<file path="config.mk">
export PLATFORM = sky130hd
export DESIGN_NAME = dma_xfer_seq
export DESIGN_NICKNAME = d
export VERILOG_FILES = /design/src/rtl/dma_seq_pkg.sv /design/src/rtl/dma_seq_plan.sv /design/src/rtl/dma_seq_timer.sv /design/src/rtl/dma_seq_hold.sv /design/src/rtl/dma_xfer_seq.sv
export SDC_FILE = /design/constraint.sdc
export NUM_CORES = 1
export LEC_CHECK = 0
export BUFFER_PORTS_ARGS = -buffer_cell sky130_fd_sc_hd__buf_2
export CAP_MARGIN = 20
export CORE_UTILIZATION = 53
export DETAILED_ROUTE_END_ITERATION = 6
export PLACE_DENSITY_LB_ADDON = 0.12
export SLEW_MARGIN = 40
export SYNTH_ARGS = -nofsm -noshare
export SYNTH_HDL_FRONTEND = slang
export SYNTH_SLANG_ARGS = --single-unit
</file>
<file path="constraint.sdc">
create_clock -name clk -period 3 [get_ports clk]
set_clock_uncertainty 0.05 [all_clocks]
set_input_delay 0.15 -clock clk [delete_from_list [all_inputs] [get_ports clk]]
set_output_delay 0.15 -clock clk [all_outputs]
set_load 0.1 [all_outputs]
</file>
<file path="src/rtl/dma_seq_pkg.sv">
package dma_seq_pkg;
  localparam int DW = 16;
  localparam int NB = DW / 8;

  typedef enum logic [1:0] {
    ST_IDLE  = 2'd0,
    ST_READ  = 2'd1,
    ST_WRITE = 2'd2
  } seq_state_e;

  typedef struct packed {
    logic size16;
    logic bus8;
    logic src_wait;
    logic dst_wait;
  } xfer_cfg_t;
endpackage

</file>
<file path="src/rtl/dma_seq_plan.sv">
module dma_seq_plan #(
  parameter int AW = 16
) (
  input  logic                         size16,
  input  logic                         bus8,
  input  logic [AW-1:0]                base,
  input  logic                         beat,
  output logic [AW-1:0]                addr,
  output logic [dma_seq_pkg::NB-1:0]   be,
  output logic                         word,
  output logic                         lane_hi,
  output logic                         last_beat
);
  logic split;

  always_comb begin
    split     = size16 && (bus8 || base[0]);
    addr      = base + AW'(beat);
    word      = size16 && !split;
    lane_hi   = !bus8 && addr[0];
    last_beat = split ? beat : 1'b1;
    if (word)         be = 2'b11;
    else if (lane_hi) be = 2'b10;
    else              be = 2'b01;
  end
endmodule

</file>
<file path="src/rtl/dma_seq_timer.sv">
module dma_seq_timer #(
  parameter int WAIT_CYCLES = 1
) (
  input  logic clk,
  input  logic rst_n,
  input  logic run,
  input  logic wait_en,
  output logic cyc_end
);
  localparam int CW = (WAIT_CYCLES < 1) ? 1 : $clog2(WAIT_CYCLES + 1);

  logic [CW-1:0] cnt_q, cnt_d, limit;

  always_comb begin
    limit   = wait_en ? CW'(WAIT_CYCLES) : '0;
    cyc_end = run && (cnt_q == limit);
    if (!run || cyc_end) cnt_d = '0;
    else                 cnt_d = cnt_q + CW'(1);
  end

  always_ff @(posedge clk or negedge rst_n) begin
    if (!rst_n) cnt_q <= '0;
    else        cnt_q <= cnt_d;
  end
endmodule

</file>
<file path="src/rtl/dma_seq_hold.sv">
module dma_seq_hold (
  input  logic                         clk,
  input  logic                         rst_n,
  input  logic                         cap_en,
  input  logic                         word,
  input  logic                         beat,
  input  logic                         lane_hi,
  input  logic [dma_seq_pkg::DW-1:0]   rdata,
  output logic [dma_seq_pkg::DW-1:0]   wdata
);
  logic [15:0] hold_q, hold_d;
  logic [7:0]  rd_byte, wr_byte;

  always_comb begin
    rd_byte = lane_hi ? rdata[15:8] : rdata[7:0];
    hold_d  = hold_q;
    if (word)      hold_d = rdata;
    else if (beat) hold_d[15:8] = rd_byte;
    else           hold_d[7:0]  = rd_byte;
    wr_byte = beat ? hold_q[15:8] : hold_q[7:0];
    wdata   = word ? hold_q : {wr_byte, wr_byte};
  end

  always_ff @(posedge clk or negedge rst_n) begin
    if (!rst_n)      hold_q <= '0;
    else if (cap_en) hold_q <= hold_d;
  end
endmodule

</file>
<file path="src/rtl/dma_xfer_seq.sv">
module dma_xfer_seq
  import dma_seq_pkg::*;
#(
  parameter int AW          = 16,
  parameter int WAIT_CYCLES = 1
) (
  input  logic          clk,
  input  logic          rst_n,
  input  logic          start_i,
  input  logic          size16_i,
  input  logic          bus8_i,
  input  logic [AW-1:0] src_addr_i,
  input  logic [AW-1:0] dst_addr_i,
  input  logic          src_wait_i,
  input  logic          dst_wait_i,
  input  logic [15:0]   rdata_i,
  output logic          busy_o,
  output logic          rd_o,
  output logic          wr_o,
  output logic [AW-1:0] addr_o,
  output logic [1:0]    be_o,
  output logic [15:0]   wdata_o,
  output logic          done_o
);
  seq_state_e    state_q, state_d;
  logic          beat_q, beat_d;
  logic          done_q, done_d;
  logic          ld_cfg;
  xfer_cfg_t     cfg_q;
  logic [AW-1:0] src_q, dst_q, cur_base, cur_addr;
  logic [NB-1:0] cur_be;
  logic [DW-1:0] hold_wdata;
  logic          run, cur_wait, cyc_end, word, lane_hi, last_beat, cap_en;

  always_comb begin
    run      = (state_q != ST_IDLE);
    cur_base = (state_q == ST_WRITE) ? dst_q : src_q;
    cur_wait = (state_q == ST_WRITE) ? cfg_q.dst_wait : cfg_q.src_wait;
    cap_en   = (state_q == ST_READ) && cyc_end;
  end

  dma_seq_plan #(.AW(AW)) u_plan (
    .size16    (cfg_q.size16),
    .bus8      (cfg_q.bus8),
    .base      (cur_base),
    .beat      (beat_q),
    .addr      (cur_addr),
    .be        (cur_be),
    .word      (word),
    .lane_hi   (lane_hi),
    .last_beat (last_beat)
  );

  dma_seq_timer #(.WAIT_CYCLES(WAIT_CYCLES)) u_timer (
    .clk     (clk),
    .rst_n   (rst_n),
    .run     (run),
    .wait_en (cur_wait),
    .cyc_end (cyc_end)
  );

  dma_seq_hold u_hold (
    .clk     (clk),
    .rst_n   (rst_n),
    .cap_en  (cap_en),
    .word    (word),
    .beat    (beat_q),
    .lane_hi (lane_hi),
    .rdata   (rdata_i),
    .wdata   (hold_wdata)
  );

  always_comb begin
    state_d = state_q;
    beat_d  = beat_q;
    done_d  = 1'b0;
    ld_cfg  = 1'b0;
    case (state_q)
      ST_IDLE: begin
        if (start_i) begin
          ld_cfg  = 1'b1;
          state_d = ST_READ;
          beat_d  = 1'b0;
        end
      end
      ST_READ: begin
        if (cyc_end) begin
          if (last_beat) begin
            state_d = ST_WRITE;
            beat_d  = 1'b0;
          end else begin
            beat_d  = 1'b1;
          end
        end
      end
      ST_WRITE: begin
        if (cyc_end) begin
          if (last_beat) begin
            state_d = ST_IDLE;
            beat_d  = 1'b0;
            done_d  = 1'b1;
          end else begin
            beat_d  = 1'b1;
          end
        end
      end
      default: state_d = ST_IDLE;
    endcase
  end

  always_ff @(posedge clk or negedge rst_n) begin
    if (!rst_n) begin
      state_q <= ST_IDLE;
      beat_q  <= 1'b0;
      done_q  <= 1'b0;
    end else begin
      state_q <= state_d;
      beat_q  <= beat_d;
      done_q  <= done_d;
    end
  end

  always_ff @(posedge clk or negedge rst_n) begin
    if (!rst_n) begin
      cfg_q <= '0;
      src_q <= '0;
      dst_q <= '0;
    end else if (ld_cfg) begin
      cfg_q <= '{size16: size16_i, bus8: bus8_i,
                 src_wait: src_wait_i, dst_wait: dst_wait_i};
      src_q <= src_addr_i;
      dst_q <= dst_addr_i;
    end
  end

  always_comb begin
    busy_o  = run;
    rd_o    = (state_q == ST_READ);
    wr_o    = (state_q == ST_WRITE);
    addr_o  = run ? cur_addr : '0;
    be_o    = run ? cur_be : '0;
    wdata_o = wr_o ? hold_wdata : '0;
    done_o  = done_q;
  end
endmodule

</file>
==> metrics.md <==
| Metric | Value |
|---|---|
| CP Class | register to output pin |
| Area growth syn-to-layout | 50.4% |
| Post-Syn Nets | 375 |
| Wire per inst | 16.4 um |
| First drt pass iteration count | 4 |
| N_diodes | 0 |
| MaxCap Viol Count | 0 |
| First-pass GRT wire length | 13600 um |
| Max incr delay on CP | 0.36 ns |
| Synthesized area | 3480 um^2 |
| Final Hold Vio Count | 0 |
| Critical register-to-register path startpoint | state_q[0]$_DFFE_PN0P_ |
| Hold Startpoint | dst_addr_i[7] |
| H-tree levels | 3 |
| Crit end category | output pin |
| Yosys warnings | 0 |
| DR vias/cell | 5.53 |
| Root Buffer | clkbuf_8 |
| Distinct cells, synth | 51 |
| GRT overflow | 0 |
| Dpl hpwl | 5900 um |
| Pins Over Slew Limit | 0 |
| Worst Path Required | 2.80 ns |
| CP max FO | 4 |
| GRT Util Overall | 24.8% |
| Seq/Total Area, Yosys | 41.0% |
| Row count | 29 |
| CTS tree | yes |
| CTS sink cnt | 57 |
| Final setup fails | 0 |
| Final WS setup | 0.0151 ns |
| FF+latch count, synth | 57 |
| Final GP Congestion | 0.805 |
| Worst-Skew Late Latency | 0.33 ns |
| Top FF cell, synth | dfrtp_1 |
| Max-slew headroom | 53.8% |
| Crit path from | state_q[0]$_DFFE_PN0P_ |
| CP bufs+invs | 3 |
| Synth top area share | 41.0% |
| Pin count of the biggest net entering global routing | 41 |
| Main area contributors after synthesis | dfrtp_1, mux2_2, mux2i_1 |
| DRT iter0 DRCs | 127 |
| Crit-path cells | inv_2, ha_4, mux2i_4, inv_2, ha_4, ha_4, nand4_1, a221oi_4, o21a_2, nand2_2, a221oi_4, buf_12 |
| Drt drc | 0 |
| Slowest library cell on the worst path | dfrtp_1 |
| Fillers | 373 |
| RSZ-0062 raised after global routing | yes |
| Via count | 2888 |
| Async set-or-reset flop fraction in the synthesized netlist | 100% |
| Vias in the first global route | 2916 |
| Setup crit start kind | register |
| Area of the multi-input gates | 2160 um^2 |
| Count leader, synth | dfrtp_1 |
| Slew @ Worst Pin | 0.692 ns |
| CTS Buffer Depth | 2 |
| Starting Density | 54.8% |
| Die Height | 83.0 um |
| Final period util | 99.5% |
| Initial antenna violation count | 0 |
| CP delay by family, top | compound AO/OA/AOI/OAI gates |
| Synth area leader | dfrtp_1 |
| Post-synth EDFFs | 0 |
| Nets | 502 |
| Fraction of layout cells with a size suffix above 1 | 49.7% |
| Routed Antenna Nets | 0 |
| Synth cell count leaders | dfrtp_1, mux2i_1, mux2_2, nand2_1, nor2b_1 |
| I/O pin total | 93 |
| Hold/Removal Path Class | input pin to register |
| FF+latch area | 1430 um^2 |
| Total CTS buffers | 9 |
| Outcome | complete, no violations |
| Synthesized area per cell | 11.1 um^2 |
| CP dominant cell by count | ha_4 |
| Core box area | 6350 um^2 |
| IO Port Bufs | 92 |
| Critical path data arrival time | 2.78 ns |
| Die extent in x | 83.0 um |
| Tmin final | 2.98 ns |
| Fmax | 0.335 GHz |
| Clock-pin slew on the worst setup and hold paths | 0.07 ns |
| Cells after synthesis | 314 |
| DIE AREA | 6900 um^2 |
| Post-Route WL | 8570 um |
| Post-placement setup slack | 0.0612 ns |
[flip-flops by register name, summed over array words and instances (netlist names)]
| signal | flops |
|---|---|
| dst_q | 16 |
| src_q | 16 |
| u_hold.hold_q | 16 |
| cfg_q | 4 |
| state_q | 2 |
| beat_q | 1 |
| done_o | 1 |
| u_timer.cnt_q | 1 |
[cells in the final DEF (no fill, tap or decap), types with 4 or more instances in the layout]
| master | instances |
|---|---|
| a21oi_1 | 4 |
| buf_12 | 34 |
| buf_2 | 58 |
| buf_4 | 13 |
| clkbuf_8 | 9 |
| dfrtp_1 | 57 |
| dlygate4sd3_1 | 24 |
| inv_1 | 4 |
| mux2_2 | 40 |
| mux2i_1 | 42 |
| nand2_1 | 21 |
| nand3_1 | 6 |
| nor2_1 | 6 |
| nor2_4 | 9 |
| nor2b_2 | 18 |
| o21ai_0 | 16 |
| o21ai_1 | 4 |
| xnor2_1 | 5 |
| xor2_1 | 4 |
[final cells by class]
cell class	count	area share (%)
Tap cell	77	1.84
Multi-Input combinational cell	235	41.2
Sequential cell	57	27.3
Inverter	6	0.430
Clock buffer	9	2.37
Clock inverter	6	1.15
Timing Repair Buffer	132	25.7
[cell families after synthesis]
kind of cell             after synthesis  synth area share [%]
AO/OA/AOI/OAI                         43                  9.02
XOR/XNOR                              10                  2.52
adder cells (fa/ha/maj)                6                  2.16
buffers and inverters                 22                  3.77
flip-flops                            57                  41.0
multiplexers                          86                  26.9
AND/OR/NAND/NOR                       90                  14.7
[what timing repair did]
item	4_1_cts	5_1_grt
endpoints found under the setup margin	5	6
endpoints found under the hold margin	62	0
hold buffers	24	0
buffers inserted	6	2
pin swaps	4	1
gates resized for setup	4	4
[metal layers]
metal  up-vias  track usage (%)  share of wire, %
met4         0             10.0               1.8
met1      1412             29.8                40
met2        89             44.0                55
li1       1371                -                 -
met3        16             4.27               3.7
met5         -                0                 0
[worst paths after layout]
path                                                endpoint  depth (start not counted)  slack (ns)
worst max register to register  u_hold.hold_q[2]$_DFFE_PN0P_                         11        0.42
worst max-delay path                              addr_o[12]                         12        0.02
worst min-delay path                    dst_q[7]$_DFFE_PN0P_                          2       0.003
min in group asynchronous              dst_q[11]$_DFFE_PN0P_                          2        0.28
max in group asynchronous       u_hold.hold_q[3]$_DFFE_PN0P_                          3        1.94
worst min register to register          cfg_q[1]$_DFFE_PN0P_                          1        0.46
[stage by stage]
stage	util [%]	setup TNS [ns]	hold WS [ns]	cell area, um^2	std cells
floorplan	-	-0.664	-0.196	3700	314
global route	82.4	-0.419	0.00472	5230	522
global placement	74.1	0	0.262	4710	475
detailed placement	74.1	0	0.108	4710	475
finish	82.4	0	0.00251	5230	522
CTS	81.9	0	0.000836	5200	520
Power is not shown: default switching activity piles up to over one toggle a cycle in this logic, so the estimate is an artifact.
